$ cat src/rtl/irq_vector_ctrl.sv
module irq_vector_ctrl #(
  parameter int ADDR_W   = 11,
  parameter int VEC_STEP = 4
) (
  input  logic              clk,
  input  logic              rst_n,
  input  logic              irq_ext,
  input  logic              irq_tmr0,
  input  logic              irq_tmr1,
  input  logic              irq_adc,
  input  logic [3:0]        src_en,
  input  logic              stack_full,
  input  logic              reti,
  output logic              ack,
  output logic [ADDR_W-1:0] vec_addr,
  output logic [3:0]        pending,
  output logic              gie
);
  localparam int NSRC = 4;

  logic [NSRC-1:0]   pend_q, live, sel;
  logic [1:0]        idx;
  logic              take, ack_q, gie_q;
  logic [ADDR_W-1:0] vec_q, vec_nxt;

  assign live = pend_q & src_en;
  assign take = gie_q & ~stack_full & (|live);

  always_comb begin
    idx = '0;
    for (int i = NSRC-1; i >= 0; i--)
      if (live[i]) idx = 2'(i);
    sel = take ? (NSRC'(1) << idx) : '0;
    vec_nxt = ADDR_W'((32'(idx) + 1) * VEC_STEP);
  end

  always_ff @(posedge clk or negedge rst_n) begin
    if (!rst_n) begin
      pend_q <= '0;
      ack_q  <= 1'b0;
      vec_q  <= '0;
      gie_q  <= 1'b1;
    end else begin
      pend_q <= (pend_q & ~sel) | {irq_adc, irq_tmr1, irq_tmr0, irq_ext};
      ack_q  <= take;
      if (take) begin
        vec_q <= vec_nxt;
        gie_q <= 1'b0;
      end else if (reti) begin
        gie_q <= 1'b1;
      end
    end
  end

  assign ack      = ack_q;
  assign vec_addr = vec_q;
  assign pending  = pend_q;
  assign gie      = gie_q;

  p_ack_pulse_r4: assert property (@(posedge clk) disable iff (!rst_n)
    ack |=> !ack);
  p_full_blocks_r7: assert property (@(posedge clk) disable iff (!rst_n)
    stack_full |=> !ack);
  p_gie_drop_r9: assert property (@(posedge clk) disable iff (!rst_n)
    ack |-> !gie);
  p_no_ack_gie_off_r9: assert property (@(posedge clk) disable iff (!rst_n)
    !gie |=> !ack);
  p_vec_valid_r3: assert property (@(posedge clk) disable iff (!rst_n)
    ack |-> (vec_addr != '0 && (int'(vec_addr) % VEC_STEP) == 0));
  p_vec_hold_r10: assert property (@(posedge clk) disable iff (!rst_n)
    !ack |-> $stable(vec_addr));
  p_masked_r6: assert property (@(posedge clk) disable iff (!rst_n)
    (pending[0] && !src_en[0]) |=> pending[0]);
endmodule

$ cat config.mk
export PLATFORM = sky130hd
export DESIGN_NAME = irq_vector_ctrl
export DESIGN_NICKNAME = d
export VERILOG_FILES = /design/src/rtl/irq_vector_ctrl.sv
export SDC_FILE = /design/constraint.sdc
export NUM_CORES = 1
export LEC_CHECK = 0
export BUFFER_PORTS_ARGS = -buffer_cell sky130_fd_sc_hd__buf_2
export CAP_MARGIN = 10
export CORE_MARGIN = 4
export CORE_UTILIZATION = 35
export DETAILED_ROUTE_END_ITERATION = 8
export GPL_ROUTABILITY_DRIVEN = 0
export GPL_TIMING_DRIVEN = 0
export PLACE_DENSITY = 0.79
export SETUP_SLACK_MARGIN = 0.2
export SLEW_MARGIN = 20
export SYNTH_ARGS = -nofsm -noshare
export SYNTH_HDL_FRONTEND = slang
export SYNTH_SLANG_ARGS = --single-unit
export TNS_END_PERCENT = 1
$ cat constraint.sdc
create_clock -name clk -period 1.3 [get_ports clk]
set_clock_uncertainty 0.2 [all_clocks]
set_input_delay 0.39 -clock clk [delete_from_list [all_inputs] [get_ports clk]]
set_output_delay 0.39 -clock clk [all_outputs]
set_load 0.03 [all_outputs]
==> results.md, run 1 <==
- The initial antenna violation count is 0.
- The count of final max-slew check failures is 0.
- The cell family with the largest share of critical-path delay is flip-flops.
- Timing would allow up to 0.657 GHz.
- The count of buffers added on input and output ports is 20.
- In this run the remaining antenna-violating nets after routing total 0.
- Summed over all nets, the half-perimeter wirelength after detailed placement is 762 µm.
- The worst-case vdd ir drop is 1010 µV.
- The full die area is 1960 µm².
- The number of levels the H-tree was split into is 1.
- The setup-violating endpoint count in the final report is 16.
- After clock tree synthesis, the clock-pin slew on the worst setup and hold paths is 0.06 ns.
- The number of ports placed on the die boundary is 29.
- The final period utilization is 117%.
- By area, the combinational part of the netlist is dominated by compound AO/OA/AOI/OAI gates.
- CTS saw 9 sinks.
- The buffer levels on the longest clock path is 2.
- The worst setup margin is -0.223 ns.
- The number of hold violations in the final report was 0.
- The average routed wire per standard cell is 10.6 µm.
- Across the whole layout, storage elements account for 229 µm².
- The initial core utilization is 39.3%.
- The share of the Yosys chip area taken by registers is 49.2%.
- The required arrival time at the worst endpoint is 0.71 ns.
- The largest individual stage delay along the critical path comes from the cell dfstp_2.
- Summed over all layers, the global routing overflow is 0.
- The number of clock buffers added by TritonCTS is 3.
- In this run the critical register-to-register path is launched from gie.
- For this block, the routed nets add up to 985 µm of wire.
- Setup repair after global routing could not meet its margin everywhere.
- During synthesis, Yosys emitted a total of 0 warnings.
- Counting every instance in the synthesized netlist gives 46.
- Walking the worst path, the cells encountered are buf_6.
- The height of the chip is 44.3 µm.
- The run finished, with violations left.
- The startpoint identified for the worst hold timing path is irq_ext.
- The XOR/XNOR share of the synthesized area is 0%.
- The leakage power total is 0.353 nW.
- Synthesis inferred 9 register bits.
- The worst setup path is captured at an output pin.
- The largest net degree at the start of global routing is 10.
- The number of rows in the core area is 12.
- The most frequent standard cell in the layout excluding fill and tap cells is buf_2.
- The power density over the cells is 1270 nW/µm².
- The count of antenna diodes in the layout is 0.
- The count of nets after finishing is 92.
- The first global-routing pass estimated 1610 µm of wire.
- The placeable core area is 1170 µm².
- The length in cells of the worst reg-to-reg path is 4.
- The worst-path maximum fanout is 3.
- The library cells used most frequently in the layout, excluding fill and tap cells, are 11 x buf_2, 9 x buf_4, 9 x buf_6, 8 x conb_1, 6 x dfrtp_1.
- The end of the worst hold path is pending[0].
- The synthesized netlist devotes 0% of its cell area to adder and majority cells.
- The complex-gate fraction of the synthesized area is 22.8%.
- The global-route usage over all layers is 11.1%.
- The number of fill cells in the layout is 114.
- The worst hold path was traced through 2 stages.
- Using the TritonRoute via totals, the vias-per-cell ratio works out to 4.60.
- The buffers plus inverters on the worst setup path is 1.
- The smallest clock period supported by the final layout is computed as 1.52 ns.
- The cell chosen for the clock root is clkbuf_4.
- The horizontal die dimension is 44.3 µm.
- Of the total synthesized cell area, the portion taken by AND, OR, NAND and NOR gates is 13.3%.
- The worst setup path is launched from a flop.
- After synthesis, the share of cell area in mux cells is 0%.
- The worst setup path is of the flop to output pin kind.
- The class of the worst hold path is primary input to flop.
- TritonCTS built the clock tree.
- The routed layout has 428 vias.
- In this run the critical register-to-register path is captured at pending[3].
- For this block, the initial DRC count from the detailed router was 8.
- Summing all multi-input logic gate instances after layout gives 206 µm².
- After synthesis the cells add up to 460 µm².
- The share of layout cells above drive strength 1 is 49.4%.
- Measured on the finished design, the core utilization comes to 61.2%.
- The worst-skew pair later-pin latency is 0.26 ns.
- The number of distinct library cells after synthesis is 19.
- The worst stage delay on the critical path is 0.55 ns.
- The first detailed-routing pass took 4 iterations.
- The final reports fail on setup timing.
- Relative to the synthesized area, the layout overhead comes to 55.7%.
- The power consumption is 0.911 mW.
- The post-detailed-route DRC marker count is 0.
- The worst reg-to-reg setup slack is -0.12 ns.
- The arrival time at the worst endpoint is 0.93 ns.
- The number of global-route vias before repair is 427.
- Max-cap violations in this run came to 0.
- After synthesis, the mean cell area works out to 10.0 µm².
## where the power goes
group | internal [mW] | switching (mW) | total, mW | leakage, nW
clock network | 0.118 | 0.0959 | 0.214 | 0.0150
registers | 0.325 | 0.0333 | 0.358 | 0.0961
logic | 0.147 | 0.192 | 0.339 | 0.242
total | 0.590 | 0.321 | 0.911 | 0.353
## synthesized netlist by cell type, drive strengths merged
| master | instances | area share, % |
|---|---|---|
| conb | 1 | 0.81 |
| o22ai | 1 | 1.4 |
| nand4 | 2 | 2.7 |
| a22oi | 2 | 6.3 |
| nand2b | 1 | 1.4 |
| o21ai | 2 | 2.2 |
| and2b | 1 | 1.6 |
| dfrtp | 8 | 43 |
| dfstp | 1 | 5.7 |
| nand3 | 1 | 1.1 |
| a21o | 4 | 6.5 |
| a31oi | 1 | 1.4 |
| a32oi | 1 | 1.9 |
| buf | 8 | 13 |
| inv | 1 | 0.81 |
| nor2 | 3 | 2.4 |
| a21oi | 3 | 3.3 |
| nand2 | 5 | 4.1 |
## layer usage
layer,vias up,track usage (%),part of all wire [%],wire [µm]
li1,212,-,-,-
met3,2,2.85,13,124
met4,0,7.23,2.0,20
met1,187,13.8,40,391
met5,-,0,0,0
met2,27,16.9,45,448
## registers in the layout (all words and copies together) (netlist names)
| signal | cells |
|---|---|
| gie | 1 |
| ack | 1 |
| pending | 4 |
| vec_addr | 3 |
## cells by family (layout without fill, tap and decap cells)
group           count (synthesis)  count (layout)
compound gates                 14              14
simple gates                   13              13
flops                           9               9
buf+inv                         9              35
other cells                     1               8
## through the flow
step / area, µm² / hold WS (ns) / setup slack [ns] / std cells / TNS (ns)
6_report: 717 / 0.103 / -0.223 / 93 / -1.49
5_1_grt: 717 / 0.0868 / -0.257 / 93 / -2.22
4_1_cts: 704 / 0.101 / -0.246 / 92 / -1.26
3_5_place_dp: 611 / 0.0551 / -0.0379 / 87 / -0.109
3_3_place_gp: 611 / 0.0500 / -0.0288 / 87 / -0.0645
2_1_floorplan: 493 / -0.106 / -0.0827 / 53 / -0.307
## final cells by class
| type | instances | area share [%] |
|---|---|---|
| multi-input cells | 35 | 28.8 |
| plain buffers | 8 | 8.38 |
| inverters | 1 | 0.524 |
| well taps | 14 | 2.44 |
| flip-flops and latches | 9 | 31.9 |
| clock buffers | 4 | 3.66 |
| repair buffers | 22 | 24.3 |
## what timing repair did
item / in CTS / in global routing
hold buffers: 1 / 0
pin swaps: 5 / 3
gates cloned: 0 / 0
hold endpoints to repair: 8 / 0
resized for setup: 19 / 4
buffers inserted: 0 / 1
setup endpoints to repair: 18 / 18
## worst max-delay path by stage
stage                     from         end  slack [ns]  cells after the start
detailed placement  stack_full  pending[3]       -0.04                      4
finish                     gie         gie       -0.22                      1
global placement    stack_full  pending[3]       -0.03                      4
floorplan                  gie  pending[3]       -0.08                      3
global route               gie         gie       -0.26                      1
CTS                        gie         gie       -0.25                      1
Power figures use the tool's default switching activity.
==> run 2: changes to the inputs <==
--- a/config.mk
+++ b/config.mk
@@ -9,6 +9,7 @@
 export CAP_MARGIN = 10
 export CORE_MARGIN = 4
 export CORE_UTILIZATION = 35
+export CTS_BUF_LIST = sky130_fd_sc_hd__clkbuf_16
 export DETAILED_ROUTE_END_ITERATION = 8
 export GPL_ROUTABILITY_DRIVEN = 0
 export GPL_TIMING_DRIVEN = 0
==> run 2 against run 1 <==
  * The run still ends with setup timing left
  * First-iteration DRC count shrank 25%
  * Critical path depth stayed put
  * Sequential share of layout area fell by 1.5 points
  * Utilization rose by 3.7 points
  * Largest cell class is now registers
  * Highest routed layer unchanged
==> results.md, run 2 (synthesis results as in run 1) <==
- The worst hold slack is 0.134 ns (+0.0309 ns).
- The worst-case vdd ir drop is 982 µV (-2.5%).
- The height of the chip is 44.3 µm (unchanged).
- The net load switching power was 0.353 mW (+9.9%).
- The largest net degree at the start of global routing is 10 (unchanged).
- The cell sitting at the root of the clock tree is a clkbuf_16.
- The clock buffer count from CTS is 3 (unchanged).
- The worst setup margin is -0.204 ns (+0.0185 ns).
- The number of buffers added for setup after CTS is 0 (unchanged).
- The leakage power total is 0.375 nW (+6.2%).
- The proportion of power drawn by flip-flops and latches is 29.8% (-9.5 points).
- The number of nets with antenna violations after detailed routing is 0 (unchanged).
- The average routed wire per standard cell is 11.7 µm (+11%).
- The share of layout cells above drive strength 1 is 50.0% (+0.63 points).
- The wire length of the first global-routing pass was 1760 µm (+9.0%).
- The number of fill cells in the layout is 103 (-9.6%).
- The number of I/O port buffers is 20 (unchanged).
- The switching part of the total is 28.9% (-6.3 points).
- The share of power burned in the clock network is 43.2% (+20 points).
- The slowest stage of the critical path is the dfstp_2 cell.
- The placeable core area is 1170 µm² (unchanged).
- TritonCTS built the clock tree.
- The count of max-cap constraint violations came to 0 (unchanged).
- The worst stage delay on the critical path is 0.55 ns (about the same).
- The count of nets after finishing is 91 (-1.1%).
- The initial antenna violation count is 0 (unchanged).
- Setup repair after global routing could not meet its margin everywhere.
- The path class of the tightest hold or removal check is primary input to flop.
- From synthesis to final layout, the design area changed by 65.2%.
- The number of levels the H-tree was split into came to 1 (unchanged).
- The total clock sinks is 9 (unchanged).
- The DRC violation total after the first TritonRoute iteration is 6 (-2).
- The setup-violating endpoint count in the final report came to 12 (-4).
- The full die area came to 1960 µm² (unchanged).
- The required arrival time at the worst endpoint is 0.71 ns (about the same).
- STA classifies the critical path endpoint as an output pin.
- The arrival time at the worst endpoint came to 0.91 ns (-0.02 ns).
- The power density over the cells is 1610 nW/µm² (+26%).
- The register clock-pin slew on the reported worst setup and hold paths is 0.04 ns (-0.02 ns).
- The buffers plus inverters on the worst setup path is 1 (unchanged).
- The number of global-route vias before repair is 450 (+5.4%).
- The post-layout minimum cycle time is 1.50 ns (-0.0185 ns).
- The most frequent standard cell in the layout excluding fill and tap cells is buf_2.
- The via count is 434 (+1.4%).
- The power consumption is 1.22 mW (+34%).
- The total half-perimeter wirelength after legalization and detailed placement is 762 µm (unchanged).
- The number of hold violations in the final report was 0 (unchanged).
- The initial core utilization is 39.3% (unchanged).
- The post-detailed-routing wire length is 1080 µm (+9.5%).
- The worst-skew pair later-pin latency came to 0.23 ns (-0.03 ns).
- The critical path start-end classification is flop to output pin.
- The number of ports placed on the die boundary is 29 (unchanged).
- The run finished, with violations left.
- The number of rows in the core area is 12 (unchanged).
- Leaving out fill and tap cells, the most frequent cells in the layout are 11 x buf_2, 9 x buf_6, 8 x buf_4, 8 x conb_1, 5 x nand2_1.
- The first-pass iteration count of the detailed router came to 4 (unchanged).
- The timing-limited maximum frequency is 0.665 GHz (+1.2%).
- The final core utilization came to 65.0% (+3.7 points).
- The proportion of power drawn by combinational gates is 27.0% (-10 points).
- Walking the worst path, the cells encountered are buf_6.
- The worst-path maximum fanout came to 4 (+1).
- The post-detailed-route DRC marker count is 0 (unchanged).
- The internal power summed over all cells is 0.869 mW (+47%).
- The final non-filler cell area came to 761 µm² (+6.1%).
- The horizontal die dimension was 44.3 µm (unchanged).
- The standard cell area after detailed placement was 611 µm² (unchanged).
- The count of final max-slew check failures is 0 (unchanged).
- The final reports fail on setup timing.
- The detail-routed via count per cell is 4.72 (+2.5%).
- The global-route usage over all layers came to 12.2% (+1.1 points).
- The startpoint type of the worst setup path is a flop.
- The sum of overflow across all layers after global routing came to 0 (unchanged).
- The count of antenna diodes in the layout is 0 (unchanged).
- The buffer levels on the longest clock path is 2 (unchanged).
- The cell family with the largest share of critical-path delay is flip-flops.
- The final period utilization is 116% (-1.4 points).
- The flip-flop count of the largest register after layout is 4 (unchanged).
- The summed negative setup slack over all endpoints is -0.892 ns (+0.595 ns).
run 2: final timing paths:
path,cells past startpoint,endpoint,start,slack (ns)
max,1,gie,gie,-0.20
min,2,pending[0],irq_ext,0.13
max reg2reg,3,pending[2],gie,-0.06
min reg2reg,2,gie,gie,0.32
max in group asynchronous,2,gie,rst_n,0.31
min in group asynchronous,2,vec_addr[4],rst_n,0.34
run 2: power by group through the flow:
stage	combinational, mW	clock, mW	sequential [mW]
finish	0.330	0.528	0.363
global route	0.355	0.554	0.368
CTS	0.329	0.533	0.362
detailed placement	0.277	0	0.354
global placement	0.276	0	0.353
floorplan	0.114	0	0.436
run 2: metrics by stage:
step | instances | setup slack [ns]
final | 92 | -0.204
after global routing | 92 | -0.229
after CTS | 92 | -0.207
after detailed placement | 87 | -0.0379
after global placement | 87 | -0.0288
after floorplan | 53 | -0.0827
run 2: per-layer routing:
layer / vias up / wire [µm] / track usage, %
met3: 4 / 142 / 1.63
met2: 29 / 523 / 20.3
met1: 192 / 389 / 14.0
met5: - / 0 / 0
li1: 209 / - / -
met4: 0 / 24 / 9.04
run 2: layout make-up:
cell class / count / area, µm² / area share, %
Timing Repair Buffer: 21 / 166 / 21.9
Inverter: 1 / 3.75 / 0.493
Sequential cell: 9 / 231 / 30.4
Tap cell: 14 / 17.5 / 2.30
Clock buffer: 3 / 75.1 / 9.87
Multi-Input combinational cell: 35 / 203 / 26.6
Clock inverter: 1 / 3.75 / 0.493
Buffer: 8 / 60.1 / 7.89
run 2: timing repair:
action,CTS,global route
resized for setup,19,5
hold endpoints to repair,8,0
endpoints found under the setup margin,18,18
pin swaps,5,3
hold buffers,1,0
==> run 3: changes to the inputs <==
==> constraint.sdc (replaced) <==
create_clock -name clk -period 1.3 [get_ports clk]
set_clock_uncertainty 0.2 [all_clocks]
set_input_delay 0.13 -clock clk [delete_from_list [all_inputs] [get_ports clk]]
set_output_delay 0.13 -clock clk [all_outputs]
set_load 0.03 [all_outputs]
==> run 3 against run 2 <==
  * The run still ends with setup timing left
  * Wire length rose by 4.8%
  * Via count increased by 4.6%
  * Non-clock buffer count grew 5
  * Sequential power shrank 1%
  * Clock power about the same
  * Flip-flop and latch count unchanged
  * Register-to-register slack about the same
  * Power down 0.53%
  * Count of clock-buffer cells in the layout did not move
  * Critical path depth is 2 higher
  * Sequential share of layout area fell by 1.5 points
  * Critical endpoint is now pending[2]
  * Highest routed layer unchanged
==> results.md, run 3 (synthesis results as in run 1) <==
- The DRC violation total after the first TritonRoute iteration was 5 (-1).
- The number of nets with antenna violations after detailed routing is 0 (unchanged).
- The global-route usage over all layers was 12.6% (+0.42 points).
- The area growth from synthesis to layout is 70.1%.
- The arrival time at the worst endpoint is 1.27 ns (+0.36 ns).
- In the layout the commonest cells are 14 x buf_2, 9 x buf_4, 8 x conb_1, 8 x dfrtp_1, 6 x dlygate4sd3_1.
- The register clock-pin slew on the reported worst setup and hold paths is 0.04 ns (about the same).
- The met1 capacity usage during global routing is 13.3% (-0.75 points).
- The number of buffers added for setup after CTS was 0 (unchanged).
- By startpoint and endpoint, the worst setup path is classified as flop to flop.
- The placeable core area is 1170 µm² (unchanged).
- The worst setup margin was -0.0528 ns (+0.152 ns).
- The required arrival time at the worst endpoint came to 1.22 ns (+0.51 ns).
- The via count came to 454 (+4.6%).
- The final reports fail on setup timing.
- The post-detailed-routing wire length is 1130 µm (+4.8%).
- The timing-limited maximum frequency is 0.739 GHz (+11%).
- The count of final max-slew check failures is 0 (unchanged).
- The class of the worst hold path is primary input to flop.
- The post-detailed-route DRC marker count is 0 (unchanged).
- The number of I/O port buffers is 20 (unchanged).
- The worst setup slack after placement was -0.0209 ns (+0.0170 ns).
- The total half-perimeter wirelength after legalization and detailed placement is 762 µm (unchanged).
- The count of max-cap constraint violations was 0 (unchanged).
- The worst-path maximum fanout is 6 (+2).
- The buffer levels on the longest clock path is 2 (unchanged).
- The sum of overflow across all layers after global routing is 0 (unchanged).
- The full die area is 1960 µm² (unchanged).
- The initial antenna violation count came to 0 (unchanged).
- Setup repair after global routing could not meet its margin everywhere.
- The standard cell with the maximum stage delay on the critical path is dfstp_2.
- The power density over the cells is 1550 nW/µm² (-3.4%).
- The number of fill cells in the layout is 101 (-1.9%).
- The number of levels the H-tree was split into came to 1 (unchanged).
- The initial core utilization came to 39.3% (unchanged).
- The share of layout cells above drive strength 1 is 42.2% (-7.8 points).
- The met3 capacity usage during global routing came to 2.03% (+0.41 points).
- The horizontal die dimension is 44.3 µm (unchanged).
- The cell chosen for the clock root is clkbuf_16.
- The worst stage delay on the critical path was 0.54 ns (about the same).
- The number of global-route vias before repair is 447 (-0.67%).
- The count of antenna diodes in the layout was 0 (unchanged).
- The total clock sinks is 9 (unchanged).
- The worst reg-to-reg setup slack came to -0.05 ns (about the same).
- The leakage power total is 0.388 nW (+3.7%).
- The summed negative setup slack over all endpoints is -0.0840 ns (+0.808 ns).
- The worst-skew pair later-pin latency is 0.23 ns (about the same).
- The most frequent standard cell in the layout excluding fill and tap cells is buf_2.
- The number of ports placed on the die boundary is 29 (unchanged).
- The wire length of the first global-routing pass was 1820 µm (+3.5%).
- The final period utilization is 104% (-12 points).
- The height of the chip is 44.3 µm (unchanged).
- The largest net degree at the start of global routing is 10 (unchanged).
- The worst setup path is captured at a flop.
- The clock buffer count from CTS is 3 (unchanged).
- The worst hold slack was 0.00580 ns (-0.128 ns).
- The worst-case vdd ir drop is 973 µV (-0.88%).
- The final core utilization is 66.9% (+1.9 points).
- The number of hold violations in the final report came to 0 (unchanged).
- The number of rows in the core area is 12 (unchanged).
- The run finished, with violations left.
- The detail-routed via count per cell is 4.68 (-0.78%).
- The count of nets after finishing is 96 (+5.5%).
- The post-layout minimum cycle time was 1.35 ns (-0.152 ns).
- The average routed wire per standard cell is 11.7 µm (-0.58%).
- Traced cell by cell, the critical path runs through and2b_2 > nand4_1 > a21o_1.
- The clock tree from TritonCTS is done.
- The setup-violating endpoint count in the final report is 2 (-10).
- The flip-flop count of the largest register after layout is 4 (unchanged).
- The first-pass iteration count of the detailed router was 4 (unchanged).
- The global-route met2 utilization came to 22.4% (+2.0 points).
- The most crowded layer after global routing is met2.
- The startpoint type of the worst setup path is a flop.
## run 3: cell count changes in the layout (fill, tap and decap cells not counted)
cell and change:
buf_2 +3, buf_4 +1, dlygate4sd3_1 +5, buf_6 -4, dfrtp_1 +4, dfrtp_2 -4
## run 3: per-layer routing
metal	share of wire (%)	vias up	routed length, µm
met2	48	29	542
met1	38	202	425
met5	0	-	0
li1	-	219	-
met4	2.1	0	24
met3	12	4	139
## run 3: worst paths after layout
kind / cells after the start / endpoint / start
setup reg to reg: 3 / pending[2] / gie
setup / recovery: 3 / pending[2] / gie
hold reg to reg: 2 / gie / gie
min in group asynchronous: 2 / vec_addr[4] / rst_n
hold / removal: 3 / pending[0] / src_en[0]
max in group asynchronous: 2 / gie / rst_n
## run 3: layout make-up
| class | count | area [µm²] | area share (%) |
|---|---|---|---|
| plain buffers | 8 | 60.1 | 7.67 |
| clock buffers | 3 | 75.1 | 9.58 |
| clock inverters | 1 | 3.75 | 0.479 |
| inverters | 1 | 3.75 | 0.479 |
| multi-input cells | 35 | 203 | 25.9 |
| flip-flops and latches | 9 | 226 | 28.9 |
| well taps | 14 | 17.5 | 2.24 |
| repair buffers | 26 | 194 | 24.8 |
## run 3: timing repair
| item | 4_1_cts | 5_1_grt |
|---|---|---|
| hold endpoints to repair | 14 | 0 |
| pin swaps | 5 | 3 |
| endpoints found under the setup margin | 17 | 17 |
| resized for setup | 3 | 14 |
| hold buffers | 6 | 0 |
## run 3: critical path: cells and delay by family, from the launching register on
kind | cells | cell delay (ns)
AO/OA/AOI/OAI | 1 | 0.18
flip-flops | 1 | 0.54
AND/OR/NAND/NOR | 2 | 0.31
## run 3: where the power goes
part	internal, mW	switching, mW
Combinational	0.135	0.192
Sequential	0.326	0.0328
Clock	0.401	0.128
## run 3: metrics by stage
stage          std cells  total power, mW  instance area (µm²)
2_1_floorplan         53            0.550                  493
3_3_place_gp          87            0.629                  611
3_5_place_dp          87            0.632                  611
4_1_cts               97             1.18                  758
5_1_grt               97             1.27                  783
6_report              97             1.21                  783
